[config.mk]
export PLATFORM = sky130hd
export DESIGN_NAME = mmcphy_ctrl_bank
export DESIGN_NICKNAME = d
export VERILOG_FILES = /design/src/rtl/mmcphy_bank_pkg.sv /design/src/rtl/mask_reg.sv /design/src/rtl/bank_decode.sv /design/src/rtl/bank_read.sv /design/src/rtl/mmcphy_ctrl_bank.sv
export SDC_FILE = /design/constraint.sdc
export NUM_CORES = 1
export LEC_CHECK = 0
export BUFFER_PORTS_ARGS = -buffer_cell sky130_fd_sc_hd__buf_2
export CAP_MARGIN = 20
export CORE_ASPECT_RATIO = 0.75
export CORE_MARGIN = 2
export CORE_UTILIZATION = 30
export DETAILED_ROUTE_END_ITERATION = 7
export SLEW_MARGIN = 20
export SYNTH_ARGS = -nofsm -noshare
export SYNTH_HDL_FRONTEND = slang
export SYNTH_HIERARCHICAL = 1
export SYNTH_SLANG_ARGS = --single-unit
[constraint.sdc]
create_clock -name clk -period 5.55 [get_ports clk]
set_input_delay 0.8325 -clock clk [delete_from_list [all_inputs] [get_ports clk]]
set_output_delay 0.8325 -clock clk [all_outputs]
set_load 0.03 [all_outputs]
[src/rtl/mmcphy_bank_pkg.sv]
package mmcphy_bank_pkg;
  localparam int DATA_W   = 32;
  localparam int HALF_W   = DATA_W / 2;
  localparam int NUM_CTRL = 7;
  localparam int ADDR_W   = 8;
  localparam int STAT_OFF = 32'h20;

  // field positions
  localparam int PWR_BIT      = 0;
  localparam int DLLEN_BIT    = 1;
  localparam int DRV_LSB      = 4;
  localparam int DRV_W        = 3;
  localparam int TAPSEL_LSB   = 7;
  localparam int TAPSEL_W     = 4;
  localparam int TAPEN_BIT    = 11;
  localparam int FREQ_LSB     = 12;
  localparam int FREQ_W       = 2;
  localparam int STRB_BIT     = 9;
  localparam int ST_CAL_BIT   = 6;
  localparam int ST_LOCK_BIT  = 5;

  localparam int REG_TIMING   = 0;
  localparam int REG_STROBE   = 2;
  localparam int REG_POWER    = 6;

  typedef enum logic [2:0] {
    DRV_50  = 3'd0,
    DRV_33  = 3'd1,
    DRV_66  = 3'd2,
    DRV_100 = 3'd3,
    DRV_40  = 3'd4
  } drive_code_e;

  typedef enum logic [1:0] {
    FREQ_200 = 2'd0,
    FREQ_50  = 2'd1,
    FREQ_100 = 2'd2,
    FREQ_150 = 2'd3
  } freq_band_e;
endpackage

[src/rtl/mask_reg.sv]
module mask_reg #(
  parameter int W = 16,
  parameter logic [W-1:0] RST_VAL = '0
) (
  input  logic         clk,
  input  logic         rst,
  input  logic         we,
  input  logic [W-1:0] wen,
  input  logic [W-1:0] wval,
  output logic [W-1:0] q
);
  always_ff @(posedge clk) begin
    if (rst) q <= RST_VAL;
    else if (we) q <= (q & ~wen) | (wval & wen);
  end

  // a write with no enabled bits changes nothing
  assert_zero_mask_keeps_R1: assert property (@(posedge clk) disable iff (rst)
    (we && wen == '0) |=> $stable(q));
  // an unselected register is frozen
  assert_unselected_frozen_R11: assert property (@(posedge clk) disable iff (rst)
    !we |=> $stable(q));
endmodule

[src/rtl/bank_decode.sv]
module bank_decode #(
  parameter int ADDR_W   = 8,
  parameter int NUM_CTRL = 7,
  parameter int STAT_OFF = 32'h20
) (
  input  logic [ADDR_W-1:0]   addr,
  output logic [NUM_CTRL-1:0] ctrl_hit,
  output logic                stat_hit
);
  for (genvar i = 0; i < NUM_CTRL; i++) begin : g_hit
    assign ctrl_hit[i] = (addr == ADDR_W'(i * 4));
  end
  assign stat_hit = (addr == ADDR_W'(STAT_OFF));

  // at most one target selected for any offset
  always_comb begin
    assert_single_target_R9: assert ($onehot0({ctrl_hit, stat_hit}));
  end
endmodule

[src/rtl/bank_read.sv]
module bank_read #(
  parameter int NUM_CTRL = 7,
  parameter int HALF_W   = 16
) (
  input  logic                           clk,
  input  logic                           rst,
  input  logic                           rd,
  input  logic [NUM_CTRL-1:0]            ctrl_hit,
  input  logic                           stat_hit,
  input  logic [NUM_CTRL-1:0][HALF_W-1:0] regs,
  input  logic [HALF_W-1:0]              stat_word,
  output logic [2*HALF_W-1:0]            rdata
);
  logic [HALF_W-1:0] sel;

  always_comb begin
    sel = '0;
    for (int i = 0; i < NUM_CTRL; i++)
      if (ctrl_hit[i]) sel = sel | regs[i];
    if (stat_hit) sel = sel | stat_word;
  end

  always_ff @(posedge clk) begin
    if (rst) rdata <= '0;
    else if (rd) rdata <= {{HALF_W{1'b0}}, sel};
  end

  // data holds between reads
  assert_rdata_hold_R7: assert property (@(posedge clk) disable iff (rst)
    !rd |=> $stable(rdata));
  // upper half always zero after a read
  assert_upper_zero_R2: assert property (@(posedge clk) disable iff (rst)
    rd |=> rdata[2*HALF_W-1:HALF_W] == '0);
  // unmapped reads return zero
  assert_unmapped_zero_R9: assert property (@(posedge clk) disable iff (rst)
    (rd && ctrl_hit == '0 && !stat_hit) |=> rdata == '0);
endmodule

[src/rtl/mmcphy_ctrl_bank.sv]
module mmcphy_ctrl_bank
  import mmcphy_bank_pkg::*;
#(
  parameter int          AW          = ADDR_W,
  parameter logic [3:0]  TAP_SEL_RST = 4'd4
) (
  input  logic          clk,
  input  logic          rst,
  input  logic [AW-1:0] bus_addr,
  input  logic          bus_wr,
  input  logic [31:0]   bus_wdata,
  input  logic          bus_rd,
  output logic [31:0]   bus_rdata,
  input  logic          cal_done_i,
  input  logic          dll_lock_i,
  output logic          pwr_up_o,
  output logic          dll_en_o,
  output logic [2:0]    drive_code_o,
  output logic [1:0]    freq_sel_o,
  output logic          tap_en_o,
  output logic [3:0]    tap_sel_o,
  output logic          strobe_pd_o
);
  localparam logic [HALF_W-1:0] TIMING_RST = HALF_W'(TAP_SEL_RST) << TAPSEL_LSB;

  logic [NUM_CTRL-1:0]             ctrl_hit;
  logic                            stat_hit;
  logic [NUM_CTRL-1:0][HALF_W-1:0] regs;
  logic [HALF_W-1:0]               stat_word;

  bank_decode #(.ADDR_W(AW), .NUM_CTRL(NUM_CTRL), .STAT_OFF(STAT_OFF)) u_dec (
    .addr(bus_addr), .ctrl_hit(ctrl_hit), .stat_hit(stat_hit));

  for (genvar i = 0; i < NUM_CTRL; i++) begin : g_reg
    localparam logic [HALF_W-1:0] RV = (i == REG_TIMING) ? TIMING_RST : '0;
    mask_reg #(.W(HALF_W), .RST_VAL(RV)) u_reg (
      .clk (clk),
      .rst (rst),
      .we  (bus_wr && ctrl_hit[i]),
      .wen (bus_wdata[DATA_W-1:HALF_W]),
      .wval(bus_wdata[HALF_W-1:0]),
      .q   (regs[i]));
  end

  always_comb begin
    stat_word = '0;
    stat_word[ST_CAL_BIT]  = cal_done_i;
    stat_word[ST_LOCK_BIT] = dll_lock_i;
  end

  bank_read #(.NUM_CTRL(NUM_CTRL), .HALF_W(HALF_W)) u_rd (
    .clk(clk), .rst(rst), .rd(bus_rd), .ctrl_hit(ctrl_hit), .stat_hit(stat_hit),
    .regs(regs), .stat_word(stat_word), .rdata(bus_rdata));

  assign pwr_up_o     = regs[REG_POWER][PWR_BIT];
  assign dll_en_o     = regs[REG_POWER][DLLEN_BIT];
  assign drive_code_o = regs[REG_POWER][DRV_LSB +: DRV_W];
  assign freq_sel_o   = regs[REG_TIMING][FREQ_LSB +: FREQ_W];
  assign tap_en_o     = regs[REG_TIMING][TAPEN_BIT];
  assign tap_sel_o    = regs[REG_TIMING][TAPSEL_LSB +: TAPSEL_W];
  assign strobe_pd_o  = regs[REG_STROBE][STRB_BIT];

  // enabled power bit write reaches the output next cycle
  assert_pwr_follows_write_R4: assert property (@(posedge clk) disable iff (rst)
    (bus_wr && bus_addr == AW'(REG_POWER * 4) && bus_wdata[HALF_W + PWR_BIT])
      |=> pwr_up_o == $past(bus_wdata[PWR_BIT]));
  // status bits follow inputs with one cycle of read latency
  assert_status_bits_R8: assert property (@(posedge clk) disable iff (rst)
    (bus_rd && bus_addr == AW'(STAT_OFF))
      |=> (bus_rdata[ST_CAL_BIT] == $past(cal_done_i)) &&
          (bus_rdata[ST_LOCK_BIT] == $past(dll_lock_i)));
endmodule

==> summary.txt, run 1 <==
Logic synthesis
  • Post-synth top area cell: dfxtp_1
  • YS warnings: 6
  • Syn Std Cell Area: roughly 6500 sq um
  • Ys flop type: dfxtp_1
  • Post-synthesis sequential area ratio: around two fifths
  • Distinct cells, synth: 34
  • Syn Area/Cell: 9.93 sq um
  • Asr flop ratio synth: 0%
  • Synth Register Bits: ~130
  • Main area contributors after synthesis: dfxtp_1 39%, a21bo_1 15%, nand3_1 8.5%, a21oi_2 6.1%, a21oi_1 5.1%
  • Yosys top cell area share: ~39%
  • EDFF count, synth: 0
  • Cells after Synth: 656

Min path
  • WHS Endpoint: u_rd/rdata[11]
  • HP Start: u_rd/rdata[11]
  • Hold path depth: 2
  • Hold Path Class: reg -> reg

Cells and area
  • Layout net count: 769
  • FF+latch area: 2560 sq um
  • Filler Cells Inserted: 2,190
  • Area Overhead vs Synth: 14.7%
  • Share of layout cells above drive strength 1: 26.3%
  • Area of the multi-input gates: around 3500 sq um
  • Design Area, Final: 7470 sq um
  • Ant. Diodes: 0

Floorplanning
  • Die Ht: 132 um
  • Core Box Area: around 21,000 sq um
  • # rows: 46
  • Die Width: about 170 um
  • Starting Density: ~30%
  • IO Count: roughly 90
  • Die area: 22,900 sq um

Clock tree
  • CTS resizes: 0
  • Clock Latency Late Sink: 0.41 ns
  • Post-CTS Hold Buffers: 0
  • CTS root buffer: clkbuf_16
  • H-Tree Depth: 4
  • CTS Buffer Depth: 2
  • Number of setup buffers added after CTS: 0
  • Worst-path clk slew: ~0.05 ns
  • CTS sink count: approximately 130
  • TritonCTS clock tree: built
  • Cts bufs inserted: 17

Placement
  • GPL Wtd Cong: 0.705
  • Cell Area, Placed: slightly below 7000 sq um
  • Port bufs: 74
  • Post-DP HPWL: between 10 and 15 mm

Drt
  • Antenna Violating Nets Remaining: 0
  • Drt pass-1 iters: 5
  • Routed wire length: roughly 18 mm
  • Initial DRC Count: approximately 550
  • DR DRC count: 0
  • Vias per cell: 5.25
  • Routed via count: around 5,400
  • WL per Instance: around 18 um

Setup path
  • Critical path's most frequent cell: buf_4
  • Worst R2R Setup Slack: roughly 4.4 ns
  • Slowest stage cell, crit path: and2_1
  • CP max stage delay: slightly above 0.7 ns
  • CP endpoint kind: register
  • Crit path DAT: 3.34 ns
  • Crit path cell chain: buf_2 -> or4b_1 -> nor2_2 -> buf_4 -> and2_1 -> buf_4 -> a21bo_1 -> a21oi_2
  • CP startpoint kind: input pin
  • Crit Path Class: in -> reg
  • Crit path max-delay family: simple AND/OR/NAND/NOR gates
  • Crit-path max FO: 17
  • Crit path buf inv count: 3
  • Data required time of the worst path: between 5 and 6 ns
  • R2r endpoint: u_rd/rdata[11]
  • Reg2Reg Depth: 3

STA
  • RSZ-0062 raised after global routing: false
  • # setup viols final: 0
  • Final hold vios: 0
  • Final worst-path cycle share: between 50% and 60%
  • Max frequency: about 320 MHz
  • Worst slew pin tran: slightly above 1 ns
  • Final Max Tran Viols: 0
  • Clock Skew: between 0.007 and 0.008 ns
  • Final min period: 3.08 ns
  • Max_slew headroom: a little under a third
  • Setup TNS: 0 ns

GRT
  • Number of global-route vias before repair: 5,023
  • Gr usage total: roughly 16%
  • Largest net degree at the start of global routing: 74
  • Antenna violations before repair: 0
  • First-pass GRT wire length: roughly 29 mm
  • Grt ovf: 0

Power
  • Leakage: approximately 0.0026 uW
  • Pwr Density: 280 nW/um^2
  • VDD IR max: between 0.0002 and 0.00025 V

Status
  • Status: completed

Job
  • Max-cap violations: 0
-- routing by layer --
metal / vias up / GRT usage [%] / share of wire [%]
met4: 0 / 4.20 / 1.3
met1: 2593 / 23.0 / 49
met2: 167 / 24.1 / 44
met3: 19 / 3.21 / 5.6
met5: - / 0 / 0
li1: 2587 / - / -
-- placed cells by master, fill, tap and decap left out, types with 6 or more instances in the layout --
| master | instances |
|---|---|
| a21boi_0 | 11 |
| a22o_1 | 11 |
| a21bo_2 | 13 |
| a21oi_2 | 45 |
| nand2_1 | 6 |
| a21bo_1 | 98 |
| nor2_1 | 18 |
| buf_4 | 15 |
| a21oi_1 | 66 |
| a222oi_1 | 16 |
| a22oi_2 | 6 |
| a311oi_1 | 16 |
| clkbuf_16 | 17 |
| dfxtp_1 | 128 |
| nand3_1 | 111 |
| buf_2 | 73 |
| conb_1 | 30 |
| a221oi_1 | 6 |
-- how the worst max path moves through the flow --
| stage | cells past startpoint | startpoint | slack (ns) | end |
|---|---|---|---|---|
| floorplan | 6 | bus_addr[5] | 2.74 | register |
| global placement | 7 | bus_addr[5] | 2.05 | register |
| detailed placement | 7 | bus_addr[5] | 1.99 | register |
| CTS | 7 | bus_addr[5] | 2.42 | register |
| global route | 8 | bus_addr[1] | 2.34 | register |
| finish | 8 | bus_addr[1] | 2.47 | register |
-- power breakdown --
part	switching, uW	total [uW]	internal [uW]	leakage [uW]
clock network	401	1030	630	0.000262
logic	104	131	26.8	0.00128
registers	3.60	929	926	0.00103
total	508	2090	1580	0.00258
-- metrics by stage --
step | total power, uW | instances | setup slack [ns] | hold WS (ns) | utilization (%)
2_1_floorplan | 1020 | 684 | 2.74 | 0.454 | -
3_3_place_gp | 1080 | 992 | 2.05 | 0.471 | 32.6
3_5_place_dp | 1080 | 992 | 1.99 | 0.478 | 32.6
4_1_cts | 2100 | 1022 | 2.42 | 0.484 | 35.1
5_1_grt | 2160 | 1022 | 2.34 | 0.504 | 35.2
6_report | 2090 | 1022 | 2.47 | 0.481 | 35.2
-- layout make-up --
| cell class | instances | area share, % |
|---|---|---|
| multi-input combinational | 488 | 47.4 |
| timing repair buffer | 88 | 6.40 |
| clock buffer | 23 | 6.27 |
| clock inverter | 7 | 0.838 |
| sequential | 128 | 34.3 |
| tap | 288 | 4.82 |
-- cells in the mapped netlist, types with 10 or more instances --
cell type / instances
a21bo_1: 98
a21bo_2: 13
a21boi_0: 11
a21oi_1: 66
a21oi_2: 45
a222oi_1: 16
a22o_1: 11
a311oi_1: 16
buf_2: 10
buf_4: 20
buf_6: 24
dfxtp_1: 128
nand3_1: 111
nor2_1: 20
-- kinds of logic after synthesis --
group	share of synthesized area, %
AND/OR/NAND/NOR	12.5
flip-flops	39.4
AO/OA/AOI/OAI	39.4
other	0.115
buffers and inverters	8.61
-- worst reg2reg max path: stages (launching register included) --
cell	delay, ns
dfxtp_1	0.33
a222oi_1	0.37
and3_1	0.21
a311oi_1	0.09
Power figures use the tool's default switching activity.
==> run 2: changes to the inputs <==
==> constraint.sdc (replaced) <==
create_clock -name clk -period 2.96 [get_ports clk]
set_input_delay 0.444 -clock clk [delete_from_list [all_inputs] [get_ports clk]]
set_output_delay 0.444 -clock clk [all_outputs]
set_load 0.03 [all_outputs]
==> summary.txt, run 2 (synthesis results as in run 1) <==
Status
  • Status: completed

Job
  • Max-cap violations: 0

GRT
  • First-pass GRT wire length: slightly below 30 mm
  • Global-route met2 utilization: 24.4%
  • Met3 Use GR: around 3.0%
  • Gr usage total: about 16%
  • Grt ovf: 0
  • Met1 Use GR: approximately a quarter
  • Largest net degree at the start of global routing: 56
  • Antenna violations before repair: 0
  • Gr busiest metal: met2
  • Number of global-route vias before repair: 5,180

Setup path
  • Reg2Reg Depth: 3
  • Crit Path Class: in -> reg
  • CP startpoint kind: input pin
  • Crit path DAT: 2.53 ns
  • Data required time of the worst path: ~3.3 ns
  • Crit-path max FO: 6
  • CP endpoint kind: register

Power
  • Sw power: approximately 940 uW
  • Int Pwr: roughly 3000 uW
  • Clock Power Share: between 40% and 50%
  • Leakage: approximately 0.0027 uW
  • Combinational share of power: ~6.3%
  • Sw Share: 23.9%
  • VDD IR max: between 0.0003 and 0.0004 V
  • Pwr Density: 517 nW/um^2
  • Sequential group share of total power: 44.3%

Placement
  • Dpl cells: slightly above 1,000
  • Cell Area, Placed: around 7100 sq um
  • Port bufs: 74
  • GPL Wtd Cong: approximately 0.77
  • Post-DP HPWL: about 12 mm

Cells and area
  • Area Overhead vs Synth: 16.9%
  • Non-filler cells, final: 1,037
  • Most common cell after layout, fill and taps aside: dfxtp_1
  • Design Area, Final: 7610 sq um
  • Layout net count: about 790
  • Commonest cells after routing, fill and taps aside: 128 x dfxtp_1, 111 x nand3_1, 98 x a21bo_1, 73 x buf_2, 66 x a21oi_1
  • Filler Cells Inserted: roughly 2,200
  • Share of layout cells above drive strength 1: between 20 and 30%
  • Ant. Diodes: 0

STA
  • Clock Skew: 0.00850 ns
  • # setup viols final: 0
  • Final min period: approximately 2.2 ns
  • Max_slew headroom: roughly half
  • RSZ-0062 raised after global routing: false
  • Max frequency: 454 MHz
  • Hold Slack: approximately 0.35 ns
  • Final Max Tran Viols: 0
  • Final hold vios: 0
  • Setup TNS: 0 ns
  • Final worst-path cycle share: around three quarters
  • Worst slew pin tran: 0.753 ns

Floorplanning
  • Die area: between 20,000 and 25,000 sq um
  • Core Box Area: 21,200 sq um
  • IO Count: 91
  • # rows: 46
  • Die Width: between 150 and 200 um
  • Die Ht: between 100 and 150 um
  • Starting Density: between 30% and 40%

Min path
  • Hold Path Class: in -> reg
  • Hold path depth: 3

Clock tree
  • Post-CTS Hold Buffers: 0
  • CTS Buffer Depth: 2
  • CTS resizes: 0
  • CTS sink count: 128
  • Cts bufs inserted: 17
  • CTS root buffer: clkbuf_16
  • Clock Latency Late Sink: between 0.4 and 0.5 ns
  • Worst-path clk slew: around 0.060 ns
  • Number of setup buffers added after CTS: 0
  • H-Tree Depth: 4
  • TritonCTS clock tree: built

Drt
  • Routed wire length: about 18 mm
  • WL per Instance: approximately 18 um
  • Initial DRC Count: ~410
  • Routed via count: around 5,500
  • Drt pass-1 iters: 6
  • Vias per cell: ~5.3
  • Antenna Violating Nets Remaining: 0
  • DR DRC count: 0
[run 2: cell types whose count changed in the layout (fill, tap and decap cells not counted), sizes merged]
cell	delta
buf	+16
clkinvlp	+1
clkinv	-2
[run 2: area by class of cell]
type                    count  area [sq um]  area share, %
clock inverters             6          60.1          0.789
multi-input cells         488          3530           46.3
flip-flops and latches    128          2560           33.7
repair buffers            104           623           8.19
clock buffers              23           478           6.28
well taps                 288           360           4.74
[run 2: per-layer routing]
layer  routed length [um]  up-vias
met5                    0        -
met4                  148        0
met3                 1240       16
met2                 7940      206
met1                 9160     2676
li1                     -     2626
[run 2: final timing paths]
path | endpoint | start | slack (ns)
setup / recovery | u_rd/rdata[3] | bus_addr[7] | 0.76
hold / removal | register | bus_wdata[1] | 0.35
setup reg to reg | u_rd/rdata[13] | register | 1.82
hold reg to reg | u_rd/rdata[1] | u_rd/rdata[1] | 0.48
[run 2: worst max-delay path, cell delays in order]
cell,delay [ns]
buf_2,0.12
or4b_1,0.59
nor4_2,0.57
buf_4,0.27
a22oi_1,0.10
and3_1,0.18
a311oi_1,0.25
[run 2: power groups by stage]
stage | Clock, uW | Combinational, uW | Sequential (uW)
6_report | 1940 | 250 | 1740
3_3_place_gp | 0 | 247 | 1780
2_1_floorplan | 0 | 111 | 1800
3_5_place_dp | 0 | 248 | 1780
5_1_grt | 2050 | 271 | 1740
4_1_cts | 1970 | 249 | 1740
[run 2: through the flow]
stage          worst slack, ns  util (%)  power [uW]
6_report                 0.756      35.8        3930
5_1_grt                  0.684      35.8        4060
4_1_cts                  0.797      35.8        3960
3_5_place_dp             0.382      33.3        2030
3_3_place_gp             0.455      33.3        2030
2_1_floorplan            0.537         -        1910
==> run 3: changes to the inputs <==
==> constraint.sdc (replaced) <==
create_clock -name clk -period 1.8 [get_ports clk]
set_input_delay 0.27 -clock clk [delete_from_list [all_inputs] [get_ports clk]]
set_output_delay 0.27 -clock clk [all_outputs]
set_load 0.03 [all_outputs]
==> summary.txt, run 3 (synthesis results as in run 1) <==
Setup path
  • Crit-path max FO: 4
  • Worst setup path startpoint: bus_addr[5]
  • Data required time of the worst path: approximately 2.1 ns
  • Worst setup path end: u_rd/rdata[12]
  • Reg2Reg Depth: 3
  • CP startpoint kind: input pin
  • Crit path DAT: between 2 and 2.5 ns
  • Worst R2R Setup Slack: ~0.67 ns
  • CP endpoint kind: register
  • Crit Path Class: in -> reg
  • R2r endpoint: u_rd/rdata[13]

Placement
  • GPL Wtd Cong: approximately 0.76
  • Port bufs: 74
  • Dpl cells: roughly 1,000
  • Post-DP HPWL: about 13 mm
  • Cell Area, Placed: around 7600 sq um

STA
  • Final Max Tran Viols: 0
  • Setup TNS: 0 ns
  • Hold Slack: 0.167 ns
  • Clock Skew: 0.00708 ns
  • Final hold vios: 0
  • RSZ-0062 raised after global routing: false
  • Max frequency: between 500 and 600 MHz
  • # setup viols final: 0
  • Final worst-path cycle share: a little over nine tenths
  • Final min period: roughly 1.8 ns

Drt
  • Vias per cell: approximately 5.2
  • Initial DRC Count: ~530
  • Routed wire length: 18.8 mm
  • DR DRC count: 0
  • Routed via count: roughly 5,600
  • Antenna Violating Nets Remaining: 0
  • Drt pass-1 iters: 5
  • WL per Instance: approximately 17 um

Clock tree
  • Post-CTS Hold Buffers: 0
  • Clock Latency Late Sink: 0.42 ns
  • CTS Buffer Depth: 2
  • H-Tree Depth: 4
  • Cts bufs inserted: 17
  • CTS root buffer: clkbuf_16
  • TritonCTS clock tree: built
  • Worst-path clk slew: ~0.06 ns
  • CTS resizes: 0
  • CTS sink count: between 100 and 150
  • Number of setup buffers added after CTS: 0

Cells and area
  • Filler Cells Inserted: ~2,100
  • FF+latch area: roughly 2600 sq um
  • Commonest cells after routing, fill and taps aside: 128 x dfxtp_1, 111 x nand3_1, 98 x a21bo_1, 73 x buf_2, 66 x a21oi_1
  • Layout net count: around 820
  • Ant. Diodes: 0
  • Most common cell after layout, fill and taps aside: dfxtp_1
  • Share of layout cells above drive strength 1: a little under a third
  • Non-filler cells, final: 1,076
  • Design Area, Final: approximately 8100 sq um
  • Area Overhead vs Synth: 25.0%
  • Area of the multi-input gates: around 3600 sq um

Floorplanning
  • Die Width: roughly 170 um
  • Starting Density: 30.7%
  • Core Box Area: ~21,000 sq um
  • IO Count: 91
  • Die Ht: between 100 and 150 um
  • Die area: between 20,000 and 25,000 sq um
  • # rows: between 40 and 50

GRT
  • Gr usage total: between 15 and 20%
  • Grt ovf: 0
  • Largest net degree at the start of global routing: 33
  • Antenna violations before repair: 0
  • First-pass GRT wire length: 30.4 mm
  • Number of global-route vias before repair: ~5,300

Power
  • Combinational share of power: 6.6%
  • Tot Pwr: 6750 uW
  • Sw Share: roughly a quarter
  • Leakage: 0.00294 uW
  • Pwr Density: 829 nW/um^2
  • Sequential group share of total power: a little over two fifths
  • Sw power: 1620 uW
  • Clock Power Share: slightly above 50%
  • VDD IR max: between 0.0005 and 0.0006 V
  • Int Pwr: approximately 5000 uW

Status
  • Status: completed

Min path
  • HP Start: bus_wdata[10]
  • Hold Path Class: in -> reg

Job
  • Max-cap violations: 0
## run 3: stage by stage
stage / util [%] / setup WS, ns
3_3_place_gp: 35.6 / -0.275
2_1_floorplan: - / -0.0594
4_1_cts: 38.3 / 0.0962
3_5_place_dp: 35.6 / -0.300
5_1_grt: 38.3 / 0.0161
6_report: 38.3 / 0.0470
## run 3: worst min-delay path by stage
stage,end,slack (ns),cells after the start
after floorplan,u_rd/rdata[0],0.34,1
after global placement,u_rd/rdata[11],0.47,2
after detailed placement,u_rd/rdata[11],0.47,2
after CTS,register,0.15,3
after global routing,register,0.16,3
final,register,0.17,3
## run 3: power groups by stage
stage          sequential [uW]  clock (uW)  combinational (uW)
6_report                  2870        3440                 445
5_1_grt                   2870        3650                 482
4_1_cts                   2870        3510                 444
3_5_place_dp              2930           0                 443
3_3_place_gp              2930           0                 442
2_1_floorplan             2960           0                 187
## run 3: layout make-up
cell class,count,area share (%)
Clock inverter,11,1.72
Clock buffer,21,5.41
Timing Repair Buffer,140,13.3
Sequential cell,128,31.5
Multi-Input combinational cell,488,43.7
Tap cell,288,4.43
## run 3: critical path, cell delays in order
cell and delay, ns:
buf_2 0.11, or4_4 0.59, nor2_2 0.28, buf_4 0.22
a22oi_1 0.10, and3_1 0.19, a311oi_1 0.30
## run 3: metal layers
metal  vias to the layer above  wire, um  GRT usage (%)
met2                       174      8180           24.7
met4                         0       181           3.78
li1                       2707         -              -
met5                         -         0              0
met1                      2752      9170           24.6
met3                        15      1290           4.02
